==> config.mk <==
export PLATFORM = sky130hd
export DESIGN_NAME = dma_p2m_ctrl
export DESIGN_NICKNAME = d
export VERILOG_FILES = /design/src/rtl/dma_p2m_pkg.sv /design/src/rtl/dma_rst_sync.sv /design/src/rtl/dma_cfg_regs.sv /design/src/rtl/dma_seq_fsm.sv /design/src/rtl/dma_bus_phase.sv /design/src/rtl/dma_p2m_ctrl.sv
export SDC_FILE = /design/constraint.sdc
export NUM_CORES = 1
export LEC_CHECK = 0
export BUFFER_PORTS_ARGS = -buffer_cell sky130_fd_sc_hd__buf_4
export CAP_MARGIN = 30
export CELL_PAD_IN_SITES_DETAIL_PLACEMENT = 1
export CELL_PAD_IN_SITES_GLOBAL_PLACEMENT = 1
export CORE_UTILIZATION = 30
export DETAILED_ROUTE_END_ITERATION = 12
export PLACE_DENSITY_LB_ADDON = 0.1
export SLEW_MARGIN = 20
export SYNTH_ARGS = -nofsm -noshare
export SYNTH_HDL_FRONTEND = slang
export SYNTH_SLANG_ARGS = --single-unit
==> constraint.sdc <==
create_clock -name clk -period 2.45 [get_ports clk]
set_input_delay 0.245 -clock clk [delete_from_list [all_inputs] [get_ports clk]]
set_output_delay 0.245 -clock clk [all_outputs]
set_load 0.02 [all_outputs]
==> src/rtl/dma_p2m_pkg.sv <==
package dma_p2m_pkg;

  typedef enum logic [1:0] {
    ST_IDLE  = 2'd0,
    ST_HOLD  = 2'd1,
    ST_MOVE  = 2'd2,
    ST_DRAIN = 2'd3
  } seq_state_t;

  localparam logic [1:0] SEL_SRC = 2'd0;
  localparam logic [1:0] SEL_DST = 2'd1;
  localparam logic [1:0] SEL_CNT = 2'd2;

endpackage

==> src/rtl/dma_rst_sync.sv <==
module dma_rst_sync (
  input  logic clk,
  input  logic rst_n,
  output logic rst_n_sync
);
  logic s0_q, s1_q;

  always_ff @(posedge clk or negedge rst_n) begin
    if (!rst_n) begin
      s0_q <= 1'b0;
      s1_q <= 1'b0;
    end else begin
      s0_q <= 1'b1;
      s1_q <= s0_q;
    end
  end

  assign rst_n_sync = s1_q;
endmodule

==> src/rtl/dma_cfg_regs.sv <==
module dma_cfg_regs
  import dma_p2m_pkg::*;
#(
  parameter int AW = 16,
  parameter int CW = 8
) (
  input  logic          clk,
  input  logic          rst_n,
  input  logic          cfg_we,
  input  logic [1:0]    cfg_sel,
  input  logic [AW-1:0] cfg_wdata,
  input  logic          cnt_inc,
  output logic [AW-1:0] cfg_rdata,
  output logic [AW-1:0] src_addr,
  output logic [AW-1:0] dst_addr,
  output logic          armed
);
  logic [AW-1:0] src_q, dst_q;
  logic [CW-1:0] cnt_q, cnt_d;
  logic          src_set_q, dst_set_q;
  logic          src_en, dst_en;

  // Clock enables and next values
  always_comb begin
    src_en = cfg_we && (cfg_sel == SEL_SRC);
    dst_en = cfg_we && (cfg_sel == SEL_DST);
    cnt_d  = cnt_q + {{(CW-1){1'b0}}, 1'b1};
  end

  always_ff @(posedge clk or negedge rst_n) begin
    if (!rst_n) begin
      src_q     <= '0;
      dst_q     <= '0;
      cnt_q     <= '0;
      src_set_q <= 1'b0;
      dst_set_q <= 1'b0;
    end else begin
      if (src_en) begin
        src_q     <= cfg_wdata;
        src_set_q <= 1'b1;
      end
      if (dst_en) begin
        dst_q     <= cfg_wdata;
        dst_set_q <= 1'b1;
      end
      if (cnt_inc) cnt_q <= cnt_d;
    end
  end

  // Readback mux
  always_comb begin
    unique case (cfg_sel)
      SEL_SRC: cfg_rdata = src_q;
      SEL_DST: cfg_rdata = dst_q;
      SEL_CNT: cfg_rdata = AW'(cnt_q);
      default: cfg_rdata = '0;
    endcase
  end

  assign src_addr = src_q;
  assign dst_addr = dst_q;
  assign armed    = src_set_q && dst_set_q;
endmodule

==> src/rtl/dma_seq_fsm.sv <==
module dma_seq_fsm
  import dma_p2m_pkg::*;
(
  input  logic clk,
  input  logic rst_n,
  input  logic armed,
  input  logic per_req,
  input  logic hold_ack,
  input  logic move_done,
  output logic hold_req,
  output logic per_ack,
  output logic move_active,
  output logic cnt_inc
);
  seq_state_t st_q, st_d;

  // Next-state logic
  always_comb begin
    st_d    = st_q;
    cnt_inc = 1'b0;
    unique case (st_q)
      ST_IDLE:  if (armed && per_req) st_d = ST_HOLD;
      ST_HOLD:  if (hold_ack) st_d = ST_MOVE;
      ST_MOVE:  if (move_done) begin
                  st_d    = ST_DRAIN;
                  cnt_inc = 1'b1;
                end
      ST_DRAIN: if (!per_req && !hold_ack) st_d = ST_IDLE;
      default:  st_d = ST_IDLE;
    endcase
  end

  always_ff @(posedge clk or negedge rst_n) begin
    if (!rst_n) st_q <= ST_IDLE;
    else        st_q <= st_d;
  end

  assign hold_req    = (st_q == ST_HOLD) || (st_q == ST_MOVE);
  assign per_ack     = (st_q == ST_MOVE);
  assign move_active = (st_q == ST_MOVE);
endmodule

==> src/rtl/dma_bus_phase.sv <==
module dma_bus_phase #(
  parameter int AW     = 16,
  parameter int DW     = 8,
  parameter int PHASES = 7
) (
  input  logic          clk,
  input  logic          rst_n,
  input  logic          move_active,
  input  logic          hold_ack,
  input  logic [AW-1:0] src_addr,
  input  logic [AW-1:0] dst_addr,
  input  logic [DW-1:0] bus_rdata,
  output logic          move_done,
  output logic          bus_oe,
  output logic          bus_ale,
  output logic          bus_io_rd,
  output logic          bus_mem_wr,
  output logic [AW-1:0] bus_io_addr,
  output logic [AW-1:0] bus_mem_addr,
  output logic [DW-1:0] bus_wdata
);
  localparam int PW = $clog2(PHASES);
  localparam logic [PW-1:0] PH_ALE    = PW'(0);
  localparam logic [PW-1:0] PH_RD_BEG = PW'(1);
  localparam logic [PW-1:0] PH_SAMPLE = PW'(2);
  localparam logic [PW-1:0] PH_WR_BEG = PW'(3);
  localparam logic [PW-1:0] PH_RD_END = PW'(4);
  localparam logic [PW-1:0] PH_WR_END = PW'(PHASES-2);
  localparam logic [PW-1:0] PH_LAST   = PW'(PHASES-1);

  logic [PW-1:0] phase_q, phase_d;
  logic [DW-1:0] lat_q;
  logic          lat_en;

  // Phase sequencing and capture enable
  always_comb begin
    if (!move_active || (phase_q == PH_LAST)) phase_d = '0;
    else                                      phase_d = phase_q + PW'(1);
    lat_en = bus_oe && (phase_q == PH_SAMPLE);
  end

  always_ff @(posedge clk or negedge rst_n) begin
    if (!rst_n) begin
      phase_q <= '0;
      lat_q   <= '0;
    end else begin
      phase_q <= phase_d;
      if (lat_en) lat_q <= bus_rdata;
    end
  end

  // Bus drive, gated by the grant
  always_comb begin
    bus_oe       = move_active && hold_ack;
    bus_ale      = bus_oe && (phase_q == PH_ALE);
    bus_io_rd    = bus_oe && (phase_q >= PH_RD_BEG) && (phase_q <= PH_RD_END);
    bus_mem_wr   = bus_oe && (phase_q >= PH_WR_BEG) && (phase_q <= PH_WR_END);
    bus_io_addr  = bus_oe ? src_addr : '0;
    bus_mem_addr = bus_oe ? dst_addr : '0;
    bus_wdata    = bus_mem_wr ? lat_q : '0;
  end

  assign move_done = move_active && (phase_q == PH_LAST);
endmodule

==> src/rtl/dma_p2m_ctrl.sv <==
module dma_p2m_ctrl #(
  parameter int AW     = 16,
  parameter int DW     = 8,
  parameter int CW     = 8,
  parameter int PHASES = 7
) (
  input  logic          clk,
  input  logic          rst_n,
  input  logic          cfg_we,
  input  logic [1:0]    cfg_sel,
  input  logic [AW-1:0] cfg_wdata,
  output logic [AW-1:0] cfg_rdata,
  input  logic          per_req,
  output logic          per_ack,
  output logic          hold_req,
  input  logic          hold_ack,
  output logic          bus_oe,
  output logic          bus_ale,
  output logic          bus_io_rd,
  output logic          bus_mem_wr,
  output logic [AW-1:0] bus_io_addr,
  output logic [AW-1:0] bus_mem_addr,
  input  logic [DW-1:0] bus_rdata,
  output logic [DW-1:0] bus_wdata
);
  logic          rst_n_i;
  logic          armed, move_active, move_done, cnt_inc;
  logic [AW-1:0] src_addr, dst_addr;

  dma_rst_sync u_rst (
    .clk        (clk),
    .rst_n      (rst_n),
    .rst_n_sync (rst_n_i)
  );

  dma_cfg_regs #(.AW(AW), .CW(CW)) u_regs (
    .clk       (clk),
    .rst_n     (rst_n_i),
    .cfg_we    (cfg_we),
    .cfg_sel   (cfg_sel),
    .cfg_wdata (cfg_wdata),
    .cnt_inc   (cnt_inc),
    .cfg_rdata (cfg_rdata),
    .src_addr  (src_addr),
    .dst_addr  (dst_addr),
    .armed     (armed)
  );

  dma_seq_fsm u_seq (
    .clk         (clk),
    .rst_n       (rst_n_i),
    .armed       (armed),
    .per_req     (per_req),
    .hold_ack    (hold_ack),
    .move_done   (move_done),
    .hold_req    (hold_req),
    .per_ack     (per_ack),
    .move_active (move_active),
    .cnt_inc     (cnt_inc)
  );

  dma_bus_phase #(.AW(AW), .DW(DW), .PHASES(PHASES)) u_bus (
    .clk          (clk),
    .rst_n        (rst_n_i),
    .move_active  (move_active),
    .hold_ack     (hold_ack),
    .src_addr     (src_addr),
    .dst_addr     (dst_addr),
    .bus_rdata    (bus_rdata),
    .move_done    (move_done),
    .bus_oe       (bus_oe),
    .bus_ale      (bus_ale),
    .bus_io_rd    (bus_io_rd),
    .bus_mem_wr   (bus_mem_wr),
    .bus_io_addr  (bus_io_addr),
    .bus_mem_addr (bus_mem_addr),
    .bus_wdata    (bus_wdata)
  );
endmodule

## Yosys cells after proc, flatten, opt, wreduce, memory -nomap -nowiden

Index checks and enable logic that the tools add are counted.

- $add $sub $neg: 2
- $mul: 0
- Div/mod/pow operators: 0
- $lt $le $gt $ge: 4
- Equality and inequality tests: 11
- Shifts and indexed selects: 0
- Multiplexer cells: 12
- Bitwise logic cells: 0
- Reductions and logical operators: 22

Operator list:

| cell | count |
|---|---|
| $pmux W16 S3 | 1 |
| $mux W16 | 2 |
| $logic_and A1 B1 Y1 | 13 |
| $add A8 B1 Y8 const B | 1 |
| $mux W2 | 4 |
| $mux W8 | 1 |
| $pmux W2 S4 | 1 |
| $eq A2 B2 Y1 const B | 3 |
| $le A3 B3 Y1 const B | 2 |
| $eq A2 B1 Y1 const B | 2 |
| $logic_not A2 Y1 | 2 |
| $ne A2 B1 Y1 const B | 2 |
| $ne A2 B2 Y1 const B | 2 |
| $reduce_and A4 Y1 | 1 |
| $add A3 B1 Y3 const B | 1 |
| $eq A3 B2 Y1 const B | 1 |
| $eq A3 B3 Y1 const B | 1 |
| $ge A3 B1 Y1 const B | 1 |
| $ge A3 B2 Y1 const B | 1 |
| $logic_not A1 Y1 | 3 |
| $logic_not A3 Y1 | 1 |
| $mux W3 | 1 |
| $logic_or A1 B1 Y1 | 2 |
| $mux W1 | 2 |

- Flip-flop bits (word level): 57
- Bits in latches: 0
- Memory bits (writable): 0
- Bits in read-only memories: 0
- Input bits: 31
- Output and inout port bits: 62
- Memories kept: 0

## Longest topological paths before layout

Gate-level depths: netlist of the first run.

- Depth in word-level cells: 5
- Gate-level depth with buffers: 6
- Mapped depth without buffers: 5

## Cells and area by module

From an unflattened synthesis of the first run, not the netlist that was laid out.

- Cell total of the unflattened synthesis: 271
- Area total of the unflattened synthesis: 3248.1 sq um

Modules (own cells, without submodules):

| module | times used | cells an instance | area each (sq um) | sequential area each (sq um) |
|---|---|---|---|---|
| dma_cfg_regs | 1 | 145 | 1949.4 | 1051.0 |
| dma_bus_phase | 1 | 103 | 1029.7 | 275.3 |
| dma_seq_fsm | 1 | 20 | 215.2 | 50.0 |
| dma_rst_sync | 1 | 3 | 53.8 | 50.0 |

## Least setup slack after synthesis of the first run

No wires, ideal clock.

- Path type: register to output
- Start point: reg u_seq.st_q[0]
- End point: out bus_wdata[0]
- Arrival time: 1786 ps
- Data required time: 2205 ps
- Path slack: 419 ps
- Cell stages (with the launch flop): 6
- Cells stage by stage: dfrtp_1 -> inv_1 -> ha_1 -> and2_1 -> o311a_1 -> and2_1

- Word-level cells in the longest chain between the ends: 5

RTL lines:

| what | line | RTL |
|---|---|---|
| start: declaration | dma_seq_fsm.sv:15 | `seq_state_t st_q, st_d;` |
| start signal: assignment | dma_seq_fsm.sv:35 | `else st_q <= st_d;` |
| $eq A2 B2 Y1 | -- |  |
| net per_ack | dma_p2m_ctrl.sv:14 | `output logic per_ack,` |
| $logic_and A1 B1 Y1 | dma_bus_phase.sv:54 | `bus_oe = move_active && hold_ack;` |
| net bus_oe | dma_p2m_ctrl.sv:17 | `output logic bus_oe,` |
| $logic_and A1 B1 Y1 (2 in series) | dma_bus_phase.sv:57 | `bus_mem_wr = bus_oe && (phase_q >= PH_WR_BEG) && (phase_q <= PH_WR_END);` |
| net bus_mem_wr | dma_p2m_ctrl.sv:20 | `output logic bus_mem_wr,` |
| $mux W8 | dma_bus_phase.sv:60 | `bus_wdata = bus_mem_wr ? lat_q : '0;` |
| end: declaration | dma_p2m_ctrl.sv:24 | `output logic [DW-1:0] bus_wdata` |

The timed path passes the listed nets, and every way through them passes these cells.

## Final worst setup path of the first run

- Start point: reg u_bus.phase_q[0]
- End point: out bus_wdata[2]

- Word-level cells in the longest chain between the ends: 4
- Elaborated cells on any way between the ends: 5

RTL lines:

| what | line | RTL |
|---|---|---|
| start: declaration | dma_bus_phase.sv:31 | `logic [PW-1:0] phase_q, phase_d;` |
| start signal: assignment | dma_bus_phase.sv:47 | `phase_q <= phase_d;` |
| $ge A3 B2 Y1 | dma_bus_phase.sv:57 |  |
| $logic_and A1 B1 Y1 | dma_bus_phase.sv:57 |  |
| $logic_and A1 B1 Y1 * | dma_bus_phase.sv:57 |  |
| $mux W8 * | dma_bus_phase.sv:60 |  |

Mark *: on every way between the ends. The rest lies on a longest branch, timed or not.

==> results by group, run 1 <==
STA
  • Unrepaired setup endpoints after global routing: false
  • Final hold viol count: 0
  • Final slew viol count: 0
  • Fin crit share: 92.10%
  • Relative slew slack: 64.30%
  • Worst Clk Skew: 0.005403 ns
  • TNS Setup: 0 ns
  • Final setup fails: 0
  • Worst Tran Pin Value: 0.5308 ns
  • Minimum clock period: 2.256 ns
  • Fmax: 443.2 MHz

Worst setup path
  • Most frequent cell on the critical path: ha_1
  • Data arrival, critical path: 2.01 ns
  • CP max stage cell: dfrtp_1
  • Reg2reg setup slack: 0.54 ns
  • Startpoint Class: flop
  • Crit path cell chain: ha_1 -> ha_1 -> a211o_1 -> o311a_1 -> and2_1 -> buf_4
  • Largest stage delay, worst path: 0.44 ns
  • Worst-path fanout max: 9
  • Worst setup EP type: primary output
  • WS Path Type: reg2out
  • Req. time, crit path: 2.20 ns

Final layout
  • Layout cell share with drive strength beyond 1: 43.70%
  • Reg area: 1428 um^2
  • Most frequent cells in the layout: buf_4 (96), dfrtp_1 (56), mux2_2 (38)
  • Most common cell after layout, fill and taps aside: buf_4
  • Ant diodes: 0
  • Synth-to-Final Area Change: 33.68%
  • Area of the multi-input gates: 1455 um^2
  • Fillers: 1113
  • Nets: 393

Logic synthesis
  • Post-synthesis register bit count: 57
  • Synthesis Warnings: 0
  • Sequential fraction of the synthesis area: 47.76%
  • Syn_area_per_cell: 11.58 um^2
  • Asr flop ratio synth: 100.0%
  • Synth unique cells: 34
  • Syn nets: 299
  • Top FF cell, synth: dfrtp_1
  • Number of synthesized flops with an enable pin: 0
  • Synthesized area: 2987 um^2
  • Synth Instances: 258

Global route
  • Largest net degree at the start of global routing: 42
  • Antenna violations before repair: 0
  • Global route overflow: 0
  • Total GRT Usage: 16.18%
  • First-pass GRT wire length: 12570 um
  • Vias in the first global route: 2366

Routing
  • Vias per cell: 4.749
  • DRT antenna net count: 0
  • Via count: 2327
  • WL/cell: 16.18 um
  • Total Routed Length: 7930 um
  • Residual DRC: 0
  • Detailed Route Iter0 Violations: 26
  • DRT Pass-1 Iters: 4

Min path
  • HP Class: in2reg

Floorplanning
  • # IOs: 93
  • Core area: 9729 um^2
  • Die area: 10360 um^2
  • Initial core utilization: 30.70%
  • Die Y: 101.8 um
  • # rows: 36
  • Die Wd: 101.8 um

Clock network
  • Clk pin slew, worst setup/hold paths: 0.06 ns
  • CTS Hold Bufs: 1
  • CTS buffer count: 9
  • CTS max path bufs: 2
  • Clock sink count: 57
  • CTS tree: built
  • Post-CTS setup repair buffer count: 0
  • Max H-tree Level: 3
  • Clk_lat worst skew: 0.33 ns
  • PostCTS Resize Cnt: 0
  • Root buffer cell: clkbuf_8

Job
  • Number of max-cap violations: 0

Power
  • PD cells: 839.1 nW/um^2
  • Leak pwr: 2.075 nW
  • Maximum vdd drop: 442.7 uV
  • Total power draw: 3.350 mW

Status
  • Status: finished clean

Placed design
  • Post-DP HPWL: 5675 um
  • Port bufs: 92
  • Final RePlAce weighted congestion: 0.7804
[routing by layer]
layer	vias up	global-route usage (%)	share of wire (%)
met5	-	0	0
met4	0	4.348	0.88
met3	7	5.314	6.6
met2	63	26.30	48
met1	1170	20.62	44
li1	1087	-	-
[final timing paths]
kind | endpoint | cells after the start | from
worst max-delay path | bus_wdata[2] | 6 | u_bus.phase_q[0]$_DFF_PN0_
worst min-delay path | u_bus.lat_q[7]$_DFFE_PN0P_ | 2 | bus_rdata[7]
worst max register to register | u_seq.st_q[1]$_DFFE_PN0P_ | 6 | u_seq.st_q[0]$_DFFE_PN0P_
worst min register to register | u_regs.dst_addr[13]$_DFFE_PN0P_ | 0 | u_rst.rst_n_sync$_DFF_PN0_
max in group asynchronous | u_regs.src_addr[1]$_DFFE_PN0P_ | 1 | u_rst.rst_n_sync$_DFF_PN0_
min in group asynchronous | u_regs.dst_addr[13]$_DFFE_PN0P_ | 0 | u_rst.rst_n_sync$_DFF_PN0_
[state kept, by name (all words and copies together), names as in the netlist]
name / cells
u_regs.dst_set_q: 1
u_bus.phase_q: 3
u_regs.src_set_q: 1
u_bus.lat_q: 8
u_seq.st_q: 2
u_regs.src_addr: 16
u_rst.rst_n_sync: 1
u_rst.s0_q: 1
u_regs.cnt_q: 8
u_regs.dst_addr: 16
[cells by family after synthesis]
logic type      synth area share, %
buf+inv                       3.519
compound gates                4.273
xor+xnor                      2.053
flops                         47.76
other cells                  0.1256
fa+ha+maj                     4.189
simple gates                  17.13
mux                           20.95
[layout make-up]
| cell class | instances | area share (%) |
|---|---|---|
| Multi-Input combinational cell | 181 | 36.45 |
| Sequential cell | 57 | 35.76 |
| Timing Repair Buffer | 98 | 18.80 |
| Tap cell | 133 | 4.168 |
| Clock buffer | 13 | 3.980 |
| Inverter | 5 | 0.4701 |
| Clock inverter | 3 | 0.3761 |
[through the flow]
step,instances,hold slack [ns],util [%],setup WS (ns),cell area [um^2]
2_1_floorplan,258,-0.05059,-,0.4192,2987
3_3_place_gp,473,0.02988,39.15,0.5057,3809
3_5_place_dp,473,0.03217,39.15,0.5193,3809
4_1_cts,490,0.1245,41.04,0.1570,3993
5_1_grt,490,0.1263,41.04,0.05891,3993
6_report,490,0.1421,41.04,0.1936,3993
[synth_stat cells (2+ instances only)]
master,count,area share [%]
inv_1,5,0.63
buf_2,3,0.50
xor2_1,3,0.88
clkbuf_1,8,1.0
nand2_1,16,2.0
o21ai_0,8,1.3
mux2i_1,16,5.4
dfrtp_1,57,48
and3_1,35,7.3
and2_1,10,2.1
nor2_1,15,1.9
nand3_1,3,0.50
ha_1,10,4.2
mux2_1,2,0.75
nand4_1,4,0.84
xnor2_1,4,1.2
nor2b_1,2,0.42
nor3_1,2,0.34
mux2_2,38,14
buf_6,3,1.1
[power breakdown]
group | switching, mW | internal (mW)
Clock | 0.363 | 0.418
Sequential | 0.149 | 1.14
Combinational | 0.664 | 0.616
Total | 1.18 | 2.17
[worst max-delay path: cells and delay by family (launching register included)]
kind,cells,cell delay [ns]
fa+ha+maj,2,0.39
buf+inv,1,0.15
flops,1,0.44
simple gates,1,0.21
compound gates,2,0.48
(Power assumes the default switching activity.)
==> run 2, diff against run 1 <==
- MAX_ROUTING_LAYER: default -> met4
==> run 2 against run 1 <==
First-iteration DRC count shrank 3.8%. Register-to-register slack is essentially flat. Non-clock buffer count is the same. Global-route usage grew 0.48 points. Clock skew is essentially flat. Critical path depth is the same. Routed wire length is essentially flat. Die area is the same. Combinational power is essentially flat. Worst hold slack gained 0.0022 ns. Critical path type unchanged.
==> results by group, run 2 (synthesis gave the netlist of run 1 again) <==
Placed design
  • Post-DP Area: 3809 um^2 (unchanged)
  • Final RePlAce weighted congestion: 0.7912 (+1.4%)
  • Post-DP HPWL: 5675 um (unchanged)
  • Port bufs: 92 (unchanged)

Clock network
  • Max H-tree Level: 3 (unchanged)
  • Root buffer cell: clkbuf_8
  • Clk_lat worst skew: 0.33 ns (about the same)
  • CTS max path bufs: 2 (unchanged)
  • CTS tree: built
  • Clock sink count: 57 (unchanged)
  • CTS buffer count: 9 (unchanged)
  • Clk pin slew, worst setup/hold paths: 0.06 ns (about the same)

Floorplanning
  • Initial core utilization: 30.70% (unchanged)
  • # IOs: 93 (unchanged)
  • Die Y: 101.8 um (unchanged)
  • Die Wd: 101.8 um (unchanged)
  • Core area: 9729 um^2 (unchanged)
  • Die area: 10360 um^2 (unchanged)
  • # rows: 36 (unchanged)

Routing
  • Detailed Route Iter0 Violations: 25 (-3.8%)
  • DRT Pass-1 Iters: 4 (unchanged)
  • Residual DRC: 0 (unchanged)
  • DRT antenna net count: 0 (unchanged)
  • Via count: 2324 (-0.13%)
  • Total Routed Length: 7928 um (about the same)
  • Vias per cell: 4.743 (-0.13%)
  • WL/cell: 16.18 um (about the same)

Power
  • PD cells: 839.1 nW/um^2 (about the same)
  • Sequential Power Share: 38.5% (about the same)
  • Maximum vdd drop: 442.1 uV (-0.13%)
  • Comb pwr share: 38.2% (about the same)
  • Clk pwr share: 23.3% (about the same)
  • Net Sw Power: 1.176 mW (about the same)
  • Switch share: 35.10% (about the same)
  • Internal Power: 2.174 mW (about the same)
  • Leak pwr: 2.075 nW (unchanged)

Global route
  • Global route overflow: 0 (unchanged)
  • Antenna violations before repair: 0 (unchanged)
  • Total GRT Usage: 16.66% (+0.48 points)
  • Largest net degree at the start of global routing: 42 (unchanged)
  • Vias in the first global route: 2380 (+0.59%)
  • First-pass GRT wire length: 12520 um (-0.38%)

STA
  • Worst Clk Skew: 0.005655 ns (+0.0002525 ns)
  • Fin crit share: 91.98% (-0.11 points)
  • Unrepaired setup endpoints after global routing: false
  • TNS Setup: 0 ns (unchanged)
  • Final setup fails: 0 (unchanged)
  • Relative slew slack: 64.28% (about the same)
  • Fmax: 443.7 MHz (+0.12%)
  • Hold WS: 0.1444 ns (+0.002247 ns)
  • Worst Tran Pin Value: 0.5311 ns (+0.0003435 ns)
  • Final slew viol count: 0 (unchanged)
  • Minimum clock period: 2.254 ns (-0.002770 ns)
  • Final hold viol count: 0 (unchanged)

Job
  • Number of max-cap violations: 0 (unchanged)

Worst setup path
  • Worst-path fanout max: 9 (unchanged)
  • Crit path cell chain: ha_1 -> ha_1 -> a211o_1 -> o311a_1 -> and2_1 -> buf_4
  • Worst setup EP type: primary output
  • Req. time, crit path: 2.20 ns (about the same)
  • CP max stage cell: dfrtp_1
  • Data arrival, critical path: 2.01 ns (about the same)
  • Startpoint Class: flop
  • WS Path Type: reg2out
  • Most frequent cell on the critical path: ha_1
  • Largest stage delay, worst path: 0.44 ns (about the same)

Final layout
  • Most common cell after layout, fill and taps aside: buf_4
  • Most frequent cells in the layout: buf_4 (96), dfrtp_1 (56), mux2_2 (38)
  • Reg area: 1428 um^2 (unchanged)
  • Fillers: 1113 (unchanged)
  • Layout cell share with drive strength beyond 1: 43.70% (unchanged)
  • Ant diodes: 0 (unchanged)
  • Cell area after layout: 3993 um^2 (unchanged)
  • Nets: 393 (unchanged)
  • Area of the multi-input gates: 1455 um^2 (unchanged)
  • Synth-to-Final Area Change: 33.68% (unchanged)

Status
  • Status: finished clean

Min path
  • HP Class: in2reg
run 2: repair_timing:
action,CTS,global route
resized for setup,0,0
endpoints found under the hold margin,2,0
setup buffers,0,0
hold buffers,1,0
run 2: worst paths after layout:
kind                                            start                              end  cells after the start  slack, ns
min                                      bus_rdata[7]       u_bus.lat_q[7]$_DFFE_PN0P_                      2       0.14
min reg2reg                u_rst.rst_n_sync$_DFF_PN0_  u_regs.dst_addr[13]$_DFFE_PN0P_                      0       0.18
min in group asynchronous  u_rst.rst_n_sync$_DFF_PN0_  u_regs.dst_addr[13]$_DFFE_PN0P_                      0       0.18
max in group asynchronous  u_rst.rst_n_sync$_DFF_PN0_      u_regs.cnt_q[5]$_DFFE_PN0P_                      1       1.72
max                        u_bus.phase_q[0]$_DFF_PN0_                     bus_wdata[2]                      6       0.20
max reg2reg                 u_seq.st_q[0]$_DFFE_PN0P_        u_seq.st_q[1]$_DFFE_PN0P_                      6       0.54
run 2: cell type report:
type	count	area share, %
well taps	133	4.168
inverters	5	0.4701
clock inverters	3	0.3761
clock buffers	13	3.980
flip-flops and latches	57	35.76
multi-input cells	181	36.45
repair buffers	98	18.80
run 2: power by group through the flow:
stage          Clock [mW]  Sequential (mW)  Combinational, mW
6_report            0.781             1.29               1.28
2_1_floorplan           0             1.26              0.848
3_3_place_gp            0             1.30               1.30
4_1_cts             0.814             1.29               1.31
5_1_grt             0.854             1.32               1.41
3_5_place_dp            0             1.31               1.30
run 2: critical path, delay by kind of cell, from the launching register on:
kind / cells / cell delay (ns)
AO/OA/AOI/OAI: 2 / 0.48
AND/OR/NAND/NOR: 1 / 0.21
adder cells (fa/ha/maj): 2 / 0.39
flip-flops: 1 / 0.44
buffers and inverters: 1 / 0.15
run 2: routing by layer:
metal / track usage (%) / vias to the layer above / wire, um
li1: - / 1086 / -
met1: 20.83 / 1167 / 3570
met2: 26.30 / 64 / 3843
met3: 4.831 / 7 / 444
met4: 4.348 / 0 / 70
met5: - / - / 0
run 2: metrics by stage:
stage | std cells | utilization (%) | worst slack [ns] | power (mW)
3_5_place_dp | 473 | 39.15 | 0.5193 | 2.611
6_report | 490 | 41.04 | 0.1964 | 3.350
5_1_grt | 490 | 41.04 | 0.05936 | 3.589
3_3_place_gp | 473 | 39.15 | 0.5057 | 2.600
4_1_cts | 490 | 41.04 | 0.1570 | 3.416
2_1_floorplan | 258 | - | 0.4192 | 2.111
